File: src/rtl/ds3_alarm_integ.sv
module ds3_alarm_integ #(
  parameter int LOF_SET = 28,
  parameter int LOF_CLR = 28,
  parameter int C1_SET  = 8,
  parameter int C1_CLR  = 3,
  parameter int RAI_SET = 2,
  parameter int RAI_CLR = 2,
  parameter int CBZ_SET = 3
) (
  input  logic       clk,
  input  logic       rst_n,
  input  logic       frame_stb,
  input  logic       sub_stb,
  input  logic       oof,
  input  logic       c1_bit,
  input  logic [1:0] x_bits,
  input  logic [2:0] c_bits,
  output logic       lof,
  output logic       c1_det,
  output logic       rai_det,
  output logic       cbz_det,
  output logic [3:0] delta
);

  localparam int LW = $clog2((LOF_SET > LOF_CLR ? LOF_SET : LOF_CLR) + 1);
  localparam int CW = $clog2((C1_SET > C1_CLR ? C1_SET : C1_CLR) + 1);
  localparam int RW = $clog2((RAI_SET > RAI_CLR ? RAI_SET : RAI_CLR) + 1);
  localparam int ZW = $clog2(CBZ_SET + 1);

  logic [LW-1:0] lof_cnt, lof_cnt_n;
  logic [CW-1:0] c1_cnt, c1_cnt_n;
  logic [RW-1:0] rai_cnt, rai_cnt_n;
  logic [ZW-1:0] cbz_cnt, cbz_cnt_n;
  logic          lof_n, c1_n, rai_n, cbz_n;
  logic          c_seen, c_seen_n;

  wire sub_one    = sub_stb & (|c_bits);
  wire frame_zero = ~(c_seen | sub_one);
  wire lof_hit    = lof ? ~oof : oof;
  wire c1_hit     = c1_det ? ~c1_bit : c1_bit;
  wire rai_hit    = rai_det ? (x_bits == 2'b11) : (x_bits == 2'b00);

  assign c_seen_n = frame_stb ? 1'b0 : (c_seen | sub_one);

  always_comb begin
    lof_n = lof;
    lof_cnt_n = lof_cnt;
    if (frame_stb) begin
      if (!lof_hit) lof_cnt_n = '0;
      else if (lof_cnt == LW'(lof ? LOF_CLR - 1 : LOF_SET - 1)) begin
        lof_n = ~lof;
        lof_cnt_n = '0;
      end else lof_cnt_n = lof_cnt + 1'b1;
    end
  end

  always_comb begin
    c1_n = c1_det;
    c1_cnt_n = c1_cnt;
    if (frame_stb) begin
      if (!c1_hit) c1_cnt_n = '0;
      else if (c1_cnt == CW'(c1_det ? C1_CLR - 1 : C1_SET - 1)) begin
        c1_n = ~c1_det;
        c1_cnt_n = '0;
      end else c1_cnt_n = c1_cnt + 1'b1;
    end
  end

  always_comb begin
    rai_n = rai_det;
    rai_cnt_n = rai_cnt;
    if (frame_stb) begin
      if (!rai_hit) rai_cnt_n = '0;
      else if (rai_cnt == RW'(rai_det ? RAI_CLR - 1 : RAI_SET - 1)) begin
        rai_n = ~rai_det;
        rai_cnt_n = '0;
      end else rai_cnt_n = rai_cnt + 1'b1;
    end
  end

  always_comb begin
    cbz_n = cbz_det;
    cbz_cnt_n = cbz_cnt;
    if (cbz_det) begin
      cbz_cnt_n = '0;
      if (sub_stb && (&c_bits)) cbz_n = 1'b0;
    end else if (frame_stb) begin
      if (!frame_zero) cbz_cnt_n = '0;
      else if (cbz_cnt == ZW'(CBZ_SET - 1)) begin
        cbz_n = 1'b1;
        cbz_cnt_n = '0;
      end else cbz_cnt_n = cbz_cnt + 1'b1;
    end
  end

  always_ff @(posedge clk) begin
    if (!rst_n) begin
      {lof, c1_det, rai_det, cbz_det} <= '0;
      {lof_cnt, c1_cnt, rai_cnt, cbz_cnt} <= '0;
      c_seen <= 1'b0;
      delta <= '0;
    end else begin
      lof <= lof_n;
      c1_det <= c1_n;
      rai_det <= rai_n;
      cbz_det <= cbz_n;
      lof_cnt <= lof_cnt_n;
      c1_cnt <= c1_cnt_n;
      rai_cnt <= rai_cnt_n;
      cbz_cnt <= cbz_cnt_n;
      c_seen <= c_seen_n;
      delta <= {cbz_n, rai_n, c1_n, lof_n} ^ {cbz_det, rai_det, c1_det, lof};
    end
  end

endmodule

File: config.mk
export PLATFORM = sky130hd
export DESIGN_NAME = ds3_alarm_integ
export DESIGN_NICKNAME = d
export VERILOG_FILES = /design/src/rtl/ds3_alarm_integ.sv
export SDC_FILE = /design/constraint.sdc
export NUM_CORES = 1
export LEC_CHECK = 0
export ABC_CLOCK_PERIOD_IN_PS = 1690
export CORE_MARGIN = 10
export CORE_UTILIZATION = 34
export DETAILED_ROUTE_END_ITERATION = 16
export GPL_TIMING_DRIVEN = 1
export MAX_ROUTING_LAYER = met4
export PLACE_DENSITY = 0.58
export RECOVER_POWER = 50
export SETUP_SLACK_MARGIN = 0.2
export SYNTH_ARGS = -nofsm -noshare
export SYNTH_HDL_FRONTEND = slang
export SYNTH_SLANG_ARGS = --single-unit
File: constraint.sdc
create_clock -name clk -period 1.69 [get_ports clk]
set_input_delay 0.2535 -clock clk [delete_from_list [all_inputs] [get_ports clk]]
set_output_delay 0.2535 -clock clk [all_outputs]
set_load 0.005 [all_outputs]
## Yosys cells after proc, flatten, opt, wreduce, memory -nomap -nowiden

Index checks and enable logic that the tools add are counted.

- Bits in registers: 22
- Latch bits: 0
- RAM bits: 0
- ROM bits: 0
- Input port bits: 11
- Logic and storage cells: 60
- Memories: 0

- $add $sub $neg: 4
- Multipliers: 0
- Divide/modulo/power cells: 0
- Order comparisons: 0
- Equality and inequality tests: 5
- Shift operators: 0
- Multiplexer cells: 26
- Bitwise logic cells: 9
- Reductions and logical operators: 6

Operator list:

| kind | count |
|---|---|
| $mux W1 | 17 |
| $mux W5 | 2 |
| $mux W2 | 4 |
| $mux W4 | 2 |
| $not A1 Y1 | 6 |
| $add A5 B1 Y5 const B | 1 |
| $eq A5 B5 Y1 const B | 1 |
| $add A2 B1 Y2 const B | 2 |
| $add A4 B1 Y4 const B | 1 |
| $eq A2 B2 Y1 const B | 2 |
| $eq A4 B3 Y1 | 1 |
| $reduce_or A2 Y1 | 2 |
| $xor A4 B4 Y4 | 1 |
| $mux W3 | 1 |
| $reduce_and A3 Y1 | 1 |
| $reduce_or A3 Y1 | 1 |
| $eq A2 B1 Y1 const B | 1 |
| $logic_not A2 Y1 | 1 |
| $and A1 B1 Y1 | 1 |
| $logic_and A1 B1 Y1 | 1 |
| $or A1 B1 Y1 | 1 |

## Logic depth before layout (Yosys ltp)

- Word-level depth: 7
- Mapped depth: 4
- Depth with buffers taken out: 4

## Least setup slack after synthesis

Ideal clock, no wire load.

- Path type: flip-flop to flip-flop
- From: register lof_cnt[0]
- To: register lof
- Setup time: 70 ps
- Arrival time: 1142 ps
- Required time: 1620 ps
- Setup slack: 479 ps
- Cell stages (with the launch flop): 5
- Path buffers: 0
- Clock period less this slack: 1211 ps
- Cells stage by stage: dfxtp_1 ha_1 nand4b_4 or3_1 a21oi_1

- Longest elaborated chain between the ends: 4

Ends and longest elaborated chain:

| element | line | source |
|---|---|---|
| start, declared | 30 | `logic [LW-1:0] lof_cnt, lof_cnt_n;` |
| start signal, assigned | 107 | `lof_cnt <= lof_cnt_n;` |
| $eq A5 B5 Y1 | 50 | `else if (lof_cnt == LW'(lof ? LOF_CLR - 1 : LOF_SET - 1)) begin` |
| $mux W1 | 50 |  |
| $mux W1 | 49 | `if (!lof_hit) lof_cnt_n = '0;` |
| $mux W1 | 48 | `if (frame_stb) begin` |
| end signal, assigned | 103 | `lof <= lof_n;` |
| end, declared | 18 | `output logic lof,` |

No other way between the ends.
A chain may end at the register's enable or synchronous reset.

## Final worst setup path

Same ends and word-level chain as after synthesis.

==> out/metrics.cfg <==
[floorplan]
die_y_um=76.13
die-area_sq_um=5795
core_area_sq_um=3028
die_x_um=76.13
initial_core_util=0.3537
row_count=20
io_pins=19

[timing]
slew_violations=0
setup_viol=0
setup_slack_ns=0.2447
hold_viol=0
rsz0062_at_grt=true
max_freq_ghz=0.6919
slew-limit-headroom=0.7912
finalCritPeriodShare=0.8552
tightest_slew_ns=0.3110
tns_ns=0
fin_crit_ns=1.445
finalClockSkew_ns=0.007324

[grt]
grt_pass1_vias=888
antenna_found_initial=0
grt.total_usage=0.08445
grt_overflow=0
grt_max_degree=14
grt_pass1_wl_mm=4.050

[logic_synthesis]
syn_area_sq_um=1071
async_flop_share=0
yosysWarnings=0
postSynthCellCount=122
yosys_most_used_dff=dfxtp_1
ys_seq_elements=22
yosysMostFrequentCell=dfxtp_1
synth_top_area_frac=0.4112
synth_edf_count=0
synth_area_leaders=dfxtp_1, a21oi_1, nand2_1
yosys.area.top_type=dfxtp_1
syn_avg_cell_area_sq_um=8.779
ys_types=40
ys_seq_area_frac=0.4112
synth_commonest_cells=dfxtp_1, nand2_1, a21oi_1
syn_nets=135

[drt]
drt_iter0_markers=39
wl_per_cell_um=11.76
wl_mm=2.341
viasPerCell=4.905
vias=976
firstDrtPassIters=4
ant_nets=0
route.detailed.drc=0

[final_layout]
synthToLayoutAreaGrowth_pct=34.00
nNetsFinal=169
drive_gt1_frac=0.1419
antenna_cells=0
finish.utilization=0.4740
fillers=311

[critical_path]
endpoint_kind=register
worst-setup-path-type=reg2reg
rrSetupSlack_ns=0.24
crit_buf_inv=0
startpoint=lof_cnt[0]
critPathMaxFanout=6
max_stage_delay_ns=0.40
r2r-start=lof_cnt[0]
startpoint_type=register
reg2reg_depth=4
arrival_ns=1.69
crit_cells=4
cp.required_ns=1.94
path_delay_family=simple AND/OR/NAND/NOR gates
worstPathCellList=ha_1, nand4b_1, or3_1, a21oi_1
rr_endpoint=lof
worstSetupEndpoint=lof
crit_path_top_delay_cell=dfxtp_1

[power]
leakagePower_nw=0.5509
p_per_area_nw_per_um2=730.8
power_mw=1.049
ir_drop_mv=0.2365

[clocking]
clkSlewWorstSetupHoldPaths_ns=0.13
cts_num_sinks=22
clk_latency_ns=0.31
cts_buffers=3
cts_tree=done
cts_max_level=1
cts-root-buf=clkbuf_4
cts_max_path_buffers=2

[place]
place_ws_ns=0.09664
place_hpwl_mm=1.802
io_buffers=18
gp_congestion=0.7993

[flow_run]
cap_violations=0

[worst_hold_path]
hold_path_class=reg2reg

[status]
status=finished, final reports clean

## registers in the layout, indices dropped and copies added, names as in the netlist
name	cells
c1_cnt	4
c1_det	1
cbz_det	1
c_seen	1
rai_det	1
delta	4
lof_cnt	5
cbz_cnt	2
rai_cnt	2
lof	1
## worst min path at each step
stage                      end       start  slack (ns)  cells after the start
floorplan            c1_cnt[3]       rst_n        0.42                      1
global placement    rai_cnt[1]  rai_cnt[1]        0.46                      2
detailed placement  rai_cnt[1]  rai_cnt[1]        0.46                      2
CTS                 rai_cnt[1]  rai_cnt[1]        0.48                      2
global route        cbz_cnt[1]  cbz_cnt[1]        0.51                      2
finish              rai_cnt[1]  rai_cnt[1]        0.48                      2
## routing by layer
| metal | track usage | vias up | routed length, um |
|---|---|---|---|
| met5 | - | - | 0 |
| met4 | 0.03903 | 0 | 19 |
| met3 | 0.02476 | 2 | 94 |
| met2 | 0.1233 | 17 | 1029 |
| met1 | 0.1043 | 436 | 1198 |
| li1 | - | 521 | - |
## final cells by class
cell class                      instances  area, sq um  area share
Clock buffer                            3        22.52     0.01569
Clock inverter                          1        30.03     0.02092
Sequential cell                        22        446.7      0.3112
Inverter                                5        18.77     0.01308
Tap cell                               44        55.05     0.03836
Timing Repair Buffer                   32        280.3      0.1953
Multi-Input combinational cell         92        581.8      0.4054
## stage by stage
stage | hold slack [ns] | area (sq um) | std cells
global route | 0.5085 | 1435 | 199
detailed placement | 0.4590 | 1351 | 189
CTS | 0.4773 | 1409 | 193
global placement | 0.4595 | 1351 | 189
floorplan | 0.4160 | 1071 | 122
finish | 0.4760 | 1435 | 199
## cells by family after synthesis
group | after synthesis | share of synthesized area
buffers and inverters | 8 | 0.03154
AND/OR/NAND/NOR | 54 | 0.3061
XOR/XNOR | 3 | 0.03155
AO/OA/AOI/OAI | 32 | 0.1869
multiplexers | 1 | 0.009346
adder cells (fa/ha/maj) | 2 | 0.02336
flip-flops | 22 | 0.4112
## where the power goes
part	leakage (nW)	switching (mW)	internal, mW
Sequential	0.180	0.00957	0.527
Clock	0.0279	0.164	0.240
Combinational	0.343	0.0532	0.0553
## worst reg2reg max path, cell delays in order (launching register included)
cell      delay, ns
dfxtp_1        0.40
ha_1           0.25
nand4b_1       0.25
or3_1          0.37
a21oi_1        0.12
## cell usage in the layout, fill, tap and decap left out, types with 2 or more instances in the layout
master | Yosys | routed
nand2_1 | 16 | 16
nor3_1 | 4 | 4
clkbuf_1 | 0 | 2
dfxtp_1 | 22 | 19
a21oi_1 | 12 | 12
nand3_1 | 2 | 2
ha_1 | 2 | 2
nand4_1 | 5 | 5
inv_1 | 5 | 5
nor2b_1 | 3 | 3
nor3b_1 | 4 | 4
o21bai_1 | 2 | 2
dlygate4sd3_1 | 0 | 4
o21ai_0 | 7 | 7
nand4b_1 | 4 | 5
a32o_1 | 2 | 2
and3_1 | 2 | 2
nor2_1 | 4 | 4
dfxtp_2 | 0 | 2
buf_4 | 0 | 10
clkdlybuf4s50_1 | 0 | 13
clkbuf_4 | 0 | 5
## repair_timing
item                                    4_1_cts  5_1_grt
endpoints found under the setup margin        4        4
gates cloned                                  0        0
buffers inserted                              0        6
endpoints found under the hold margin         0        0
hold buffers                                  0        0
resized for setup                             4        3
Note: power is estimated with default switching activity, not from simulation.
